`src/rtl/fsg_pkg.sv`:
```
package fsg_pkg;
  localparam int unsigned BIT_POLL  = 7;
  localparam int unsigned BIT_TGL   = 6;
  localparam int unsigned BIT_TMO   = 5;
  localparam int unsigned BIT_ERACT = 3;
  localparam int unsigned BIT_ETGL  = 2;

  typedef enum logic {OP_PROG = 1'b0, OP_ERASE = 1'b1} op_kind_e;

  typedef struct packed {
    logic     busy;
    op_kind_e kind;
    logic     pgm_b7;
    logic     tmo;
  } op_state_t;
endpackage

```
`src/rtl/fsg_op_tracker.sv`:
```
module fsg_op_tracker
  import fsg_pkg::*;
#(
  parameter int unsigned BANK_W = 2
) (
  input  logic              clk_i,
  input  logic              rst_ni,
  input  logic              start_i,
  input  logic              erase_i,
  input  logic [BANK_W-1:0] bank_i,
  input  logic              pgm_b7_i,
  input  logic              done_i,
  input  logic              timeout_i,
  output op_state_t         state_o,
  output logic [BANK_W-1:0] bank_o,
  output logic              start_acc_o
);
  op_state_t         st_q;
  logic [BANK_W-1:0] bank_q;

  assign start_acc_o = start_i && !st_q.busy;

  always_ff @(posedge clk_i or negedge rst_ni) begin
    if (!rst_ni) begin
      st_q   <= '{busy: 1'b0, kind: OP_PROG, pgm_b7: 1'b0, tmo: 1'b0};
      bank_q <= '0;
    end else if (start_acc_o) begin
      st_q.busy   <= 1'b1;
      st_q.kind   <= erase_i ? OP_ERASE : OP_PROG;
      st_q.pgm_b7 <= pgm_b7_i;
      st_q.tmo    <= 1'b0;
      bank_q      <= bank_i;
    end else if (st_q.busy) begin
      if (done_i)    st_q.busy <= 1'b0;
      if (timeout_i) st_q.tmo  <= 1'b1;
    end
  end

  assign state_o = st_q;
  assign bank_o  = bank_q;

  AST_START_IGNORED_BUSY: assert property (@(posedge clk_i) disable iff (!rst_ni)
    (start_i && st_q.busy) |=> ($stable(bank_q) && $stable(st_q.kind)));
  AST_TMO_STICKY: assert property (@(posedge clk_i) disable iff (!rst_ni)
    (st_q.tmo && !start_acc_o) |=> st_q.tmo);
endmodule

```
`src/rtl/fsg_toggle_unit.sv`:
```
module fsg_toggle_unit (
  input  logic clk_i,
  input  logic rst_ni,
  input  logic clear_i,
  input  logic stat_rd_i,
  input  logic erase_i,
  output logic tgl_o,
  output logic etgl_o
);
  logic tgl_q, etgl_q;

  always_ff @(posedge clk_i or negedge rst_ni) begin
    if (!rst_ni) begin
      tgl_q  <= 1'b0;
      etgl_q <= 1'b0;
    end else if (clear_i) begin
      tgl_q  <= 1'b0;
      etgl_q <= 1'b0;
    end else if (stat_rd_i) begin
      tgl_q <= ~tgl_q;
      if (erase_i) etgl_q <= ~etgl_q;
    end
  end

  assign tgl_o  = tgl_q;
  assign etgl_o = etgl_q;

  AST_TGL_FLIPS: assert property (@(posedge clk_i) disable iff (!rst_ni)
    (stat_rd_i && !clear_i) |=> (tgl_q != $past(tgl_q)));
  AST_ETGL_STEADY_PROG: assert property (@(posedge clk_i) disable iff (!rst_ni)
    (stat_rd_i && !erase_i && !clear_i) |=> $stable(etgl_q));
endmodule

```
`src/rtl/fsg_read_mux.sv`:
```
module fsg_read_mux
  import fsg_pkg::*;
#(
  parameter int unsigned DATA_W = 8,
  parameter int unsigned ADDR_W = 12,
  parameter int unsigned BANK_W = 2
) (
  input  logic              clk_i,
  input  logic              rst_ni,
  input  logic              rd_i,
  input  logic [ADDR_W-1:0] rd_addr_i,
  input  logic [DATA_W-1:0] array_data_i,
  input  op_state_t         state_i,
  input  logic [BANK_W-1:0] bank_i,
  input  logic              tgl_i,
  input  logic              etgl_i,
  output logic              stat_rd_o,
  output logic [DATA_W-1:0] rd_data_o,
  output logic              rd_valid_o
);
  localparam int unsigned BANK_LSB = ADDR_W - BANK_W;

  logic [DATA_W-1:0] stat_w;
  logic [DATA_W-1:0] data_q;
  logic              valid_q, sel_q;
  logic              is_erase;

  assign is_erase  = (state_i.kind == OP_ERASE);
  assign stat_rd_o = rd_i && state_i.busy && (rd_addr_i[ADDR_W-1:BANK_LSB] == bank_i);

  always_comb begin
    stat_w            = '0;
    stat_w[BIT_POLL]  = is_erase ? 1'b0 : ~state_i.pgm_b7;
    stat_w[BIT_TGL]   = tgl_i;
    stat_w[BIT_TMO]   = state_i.tmo;
    stat_w[BIT_ERACT] = is_erase;
    stat_w[BIT_ETGL]  = is_erase & etgl_i;
  end

  always_ff @(posedge clk_i or negedge rst_ni) begin
    if (!rst_ni) begin
      data_q  <= '0;
      valid_q <= 1'b0;
      sel_q   <= 1'b0;
    end else begin
      valid_q <= rd_i;
      if (rd_i) begin
        data_q <= stat_rd_o ? stat_w : array_data_i;
        sel_q  <= stat_rd_o;
      end
    end
  end

  assign rd_data_o  = data_q;
  assign rd_valid_o = valid_q;

  AST_RD_VALID: assert property (@(posedge clk_i) disable iff (!rst_ni)
    rd_i |=> rd_valid_o);
  AST_NO_STRAY_VALID: assert property (@(posedge clk_i) disable iff (!rst_ni)
    !rd_i |=> !rd_valid_o);
  AST_RSVD_ZERO: assert property (@(posedge clk_i) disable iff (!rst_ni)
    (rd_valid_o && sel_q) |-> (rd_data_o[4] == 1'b0 && rd_data_o[1:0] == 2'b00));
endmodule

```
`src/rtl/flash_op_status.sv`:
```
module flash_op_status
  import fsg_pkg::*;
#(
  parameter int unsigned DATA_W = 8,
  parameter int unsigned ADDR_W = 12,
  parameter int unsigned BANK_W = 2
) (
  input  logic              clk_i,
  input  logic              rst_ni,
  input  logic              op_start_i,
  input  logic              op_erase_i,
  input  logic [BANK_W-1:0] op_bank_i,
  input  logic [DATA_W-1:0] op_data_i,
  input  logic              op_done_i,
  input  logic              timeout_i,
  input  logic              rd_i,
  input  logic [ADDR_W-1:0] rd_addr_i,
  input  logic [DATA_W-1:0] array_data_i,
  output logic [DATA_W-1:0] rd_data_o,
  output logic              rd_valid_o,
  output logic              ready_o
);
  op_state_t         st;
  logic [BANK_W-1:0] bank;
  logic              start_acc, stat_rd, tgl, etgl;

  fsg_op_tracker #(.BANK_W(BANK_W)) u_trk (
    .clk_i, .rst_ni,
    .start_i    (op_start_i),
    .erase_i    (op_erase_i),
    .bank_i     (op_bank_i),
    .pgm_b7_i   (op_data_i[7]),
    .done_i     (op_done_i),
    .timeout_i  (timeout_i),
    .state_o    (st),
    .bank_o     (bank),
    .start_acc_o(start_acc)
  );

  fsg_toggle_unit u_tgl (
    .clk_i, .rst_ni,
    .clear_i  (start_acc),
    .stat_rd_i(stat_rd),
    .erase_i  (st.kind == OP_ERASE),
    .tgl_o    (tgl),
    .etgl_o   (etgl)
  );

  fsg_read_mux #(.DATA_W(DATA_W), .ADDR_W(ADDR_W), .BANK_W(BANK_W)) u_mux (
    .clk_i, .rst_ni,
    .rd_i, .rd_addr_i, .array_data_i,
    .state_i  (st),
    .bank_i   (bank),
    .tgl_i    (tgl),
    .etgl_i   (etgl),
    .stat_rd_o(stat_rd),
    .rd_data_o, .rd_valid_o
  );

  assign ready_o = !st.busy;

  AST_BUSY_ON_START: assert property (@(posedge clk_i) disable iff (!rst_ni)
    (op_start_i && ready_o) |=> !ready_o);
  AST_READY_ON_DONE: assert property (@(posedge clk_i) disable iff (!rst_ni)
    (op_done_i && !ready_o) |=> ready_o);
endmodule

```
`config.mk`:
```
export PLATFORM = sky130hd
export DESIGN_NAME = flash_op_status
export DESIGN_NICKNAME = d
export VERILOG_FILES = /design/src/rtl/fsg_pkg.sv /design/src/rtl/fsg_op_tracker.sv /design/src/rtl/fsg_toggle_unit.sv /design/src/rtl/fsg_read_mux.sv /design/src/rtl/flash_op_status.sv
export SDC_FILE = /design/constraint.sdc
export NUM_CORES = 1
export LEC_CHECK = 0
export BUFFER_PORTS_ARGS = -buffer_cell sky130_fd_sc_hd__buf_2
export CAP_MARGIN = 30
export CORE_MARGIN = 5
export CORE_UTILIZATION = 35
export CTS_CLUSTER_DIAMETER = 60
export CTS_CLUSTER_SIZE = 24
export DETAILED_ROUTE_END_ITERATION = 8
export GPL_ROUTABILITY_DRIVEN = 0
export HOLD_SLACK_MARGIN = 0.12
export PLACE_DENSITY = 0.77
export SLEW_MARGIN = 20
export SYNTH_ARGS = -nofsm -noshare
export SYNTH_HDL_FRONTEND = slang
export SYNTH_SLANG_ARGS = --single-unit
```
`constraint.sdc`:
```
create_clock -name clk_i -period 2 [get_ports clk_i]
set_clock_uncertainty 0.1 [all_clocks]
set_input_delay 0.2 -clock clk_i [delete_from_list [all_inputs] [get_ports clk_i]]
set_output_delay 0.2 -clock clk_i [all_outputs]
set_load 0.01 [all_outputs]
```
==> metrics <==
status=finished, final reports clean; largest net degree at the start of global routing=18; final setup vio count=0; postcts setup bufs=0; Power Density=around 740 nW/um^2; 1st-iter DRT viols=8; Worst Tran Pin Value=between 0.5 and 0.6 ns; Slew Limit Headroom=0.657; Routed WL=1800 microns; commonest non-fill, non-tap cell in the layout=buf_2; total global routing overflow=0; CTS Buffer Depth=2; nature of the critical path startpoint=register; Hold WS=about 0.19 ns; Worst Path Arrival=around 1.6 ns; Mapped Cells=between 70 and 80; Avg Inst Size Synth=slightly below 10 sq um; Worst IR Drop VDD=between 0.3 and 0.4 mV; R2R depth=3; dpl hpwl=roughly 1300 microns; Pleak=between 0.0005 and 0.0006 uW; Cell variety after synth=21; Via density=about 4.6; setup TNS=0 ns; synth warn=0; Die Height=between 50 and 60 microns; CP Class=reg2reg; Initial Util=0.356; root buf cell=clkbuf_4; hold crit path type=in2reg; # nets final=around 160; RSZ-0062 raised after global routing=no; cell row count=17; die area=around 3200 sq um; crit share post-route=0.783; antenna violations before repair=0; vias post-DR=approximately 700; IO buf count=29; Seq cells post-synth=17; sequential-to-total area share from yosys stat=0.556; # clock sinks=17; total of max-cap violations=0; Max Fclk=639 MHz; r2r setup slk=between 0.4 and 0.5 ns; CTS clock-pin slew for the worst setup and hold paths=0.09 ns; # fillers=208; first-pass GRT wire length=between 3000 and 4000 microns; CTS Buf Count=3; placeable core region=~2100 sq um; io pins=47; Hold Path Stages=2; final hold violation count=0; DRC=0; global router's overall resource usage=0.124; H-tree depth=1; crit path time final=roughly 1.6 ns; synthesis-to-finish area growth=46.1%; Critical Path RT=2.05 ns; most frequent cells in the layout=buf_2, nand2_1, dfrtp_1; Die Width=56.8 microns; Crit Path Max Fanout=7; syn nets=about 120; clock tree from TritonCTS=yes; 1st-pass router iterations=4; Worst Setup End Kind=register; share of cells above drive strength 1=0.270; Antenna Cells=0; Routed WL per cell=~12 microns; Final Max Slew Viols=0; Post-Syn Area=approximately 770 sq um; Skew-Pair Late Insertion Delay=about 0.29 ns; Routed Antenna Nets=0; number of global-route vias before repair=665
final cells by class:
type	instances	area [sq um]	area share
well taps	28	35.0	0.0313
inverters	4	15.0	0.0134
repair buffers	45	303	0.271
flip-flops and latches	17	425	0.380
clock buffers	4	26.3	0.0235
multi-input cells	56	314	0.281
worst max-delay path, stage by stage (launching register included):
cell	delay (ns)
dfrtp_1	0.43
xor2_1	0.24
nor3_1	0.48
o22ai_1	0.17
final timing paths:
check / start / endpoint
max: u_trk.bank_o[0]$_DFFE_PN0P_ / u_mux.rd_data_o[1]$_DFFE_PN0P_
min: rd_i / u_mux.rd_valid_o$_DFF_PN0_
max reg2reg: u_trk.bank_o[0]$_DFFE_PN0P_ / u_mux.rd_data_o[1]$_DFFE_PN0P_
min reg2reg: u_tgl.etgl_o$_DFFE_PN0P_ / u_tgl.etgl_o$_DFFE_PN0P_
max in group asynchronous: rst_ni / u_trk.state_o[1]$_DFFE_PN0P_
min in group asynchronous: rst_ni / u_mux.rd_data_o[2]$_DFFE_PN0P_
what timing repair did:
action | CTS | global route
endpoints found under the hold margin | 31 | 0
gates resized for setup | 0 | 0
endpoints found under the setup margin | 0 | 0
hold buffers | 15 | 0
flip-flops by register name (all words and copies together) (netlist names):
register,flops
u_tgl.etgl_o,1
u_tgl.tgl_o,1
u_trk.state_o,4
u_mux.rd_valid_o,1
u_trk.bank_o,2
u_mux.rd_data_o,8
report_power, final:
part	switching [uW]	internal (uW)
Clock	104	77.6
Sequential	39.4	396
Combinational	115	96.0
Total	259	569
stage by stage:
| step | setup slack, ns | utilization | power, uW | cell area, sq um | cells |
|---|---|---|---|---|---|
| finish | 0.434 | 0.521 | 828 | 1120 | 154 |
| global route | 0.303 | 0.521 | 888 | 1120 | 154 |
| CTS | 0.421 | 0.521 | 840 | 1120 | 154 |
| detailed placement | 0.435 | 0.439 | 632 | 942 | 135 |
| global placement | 0.478 | 0.439 | 624 | 942 | 135 |
| floorplan | 0.553 | - | 556 | 766 | 79 |
synth_stat cells:
master | instances | area (sq um)
or4_1 | 1 | 7.51
buf_4 | 1 | 7.51
nand2_1 | 18 | 67.6
a31oi_1 | 5 | 31.3
mux2i_1 | 2 | 20.0
xor2_1 | 2 | 17.5
dfrtp_1 | 17 | 425
nand2b_1 | 1 | 6.26
xnor2_1 | 2 | 17.5
a21oi_1 | 1 | 5.00
nor2b_1 | 1 | 6.26
o22ai_1 | 3 | 18.8
o21ai_0 | 1 | 5.00
o31ai_1 | 5 | 37.5
nor3_1 | 1 | 5.00
nand4_1 | 4 | 25.0
clkbuf_1 | 1 | 3.75
nor2_1 | 7 | 26.3
nand2_4 | 1 | 11.3
and2_1 | 1 | 6.26
inv_1 | 4 | 15.0
logic make-up (layout without fill, tap and decap cells):
| family | count (synthesis) | count (layout) | share of synthesized area |
|---|---|---|---|
| AO/OA/AOI/OAI | 15 | 15 | 0.127 |
| flip-flops | 17 | 17 | 0.556 |
| AND/OR/NAND/NOR | 35 | 35 | 0.211 |
| buffers and inverters | 6 | 53 | 0.0343 |
| multiplexers | 2 | 2 | 0.0261 |
| XOR/XNOR | 4 | 4 | 0.0458 |
per-layer routing:
layer | GRT usage | vias to the layer above | part of all wire
met5 | 0 | - | 0
met4 | 0.0695 | 0 | 0.024
met3 | 0.0506 | 5 | 0.099
met2 | 0.178 | 30 | 0.42
met1 | 0.157 | 303 | 0.46
li1 | - | 372 | -
(Power assumes the default switching activity.)
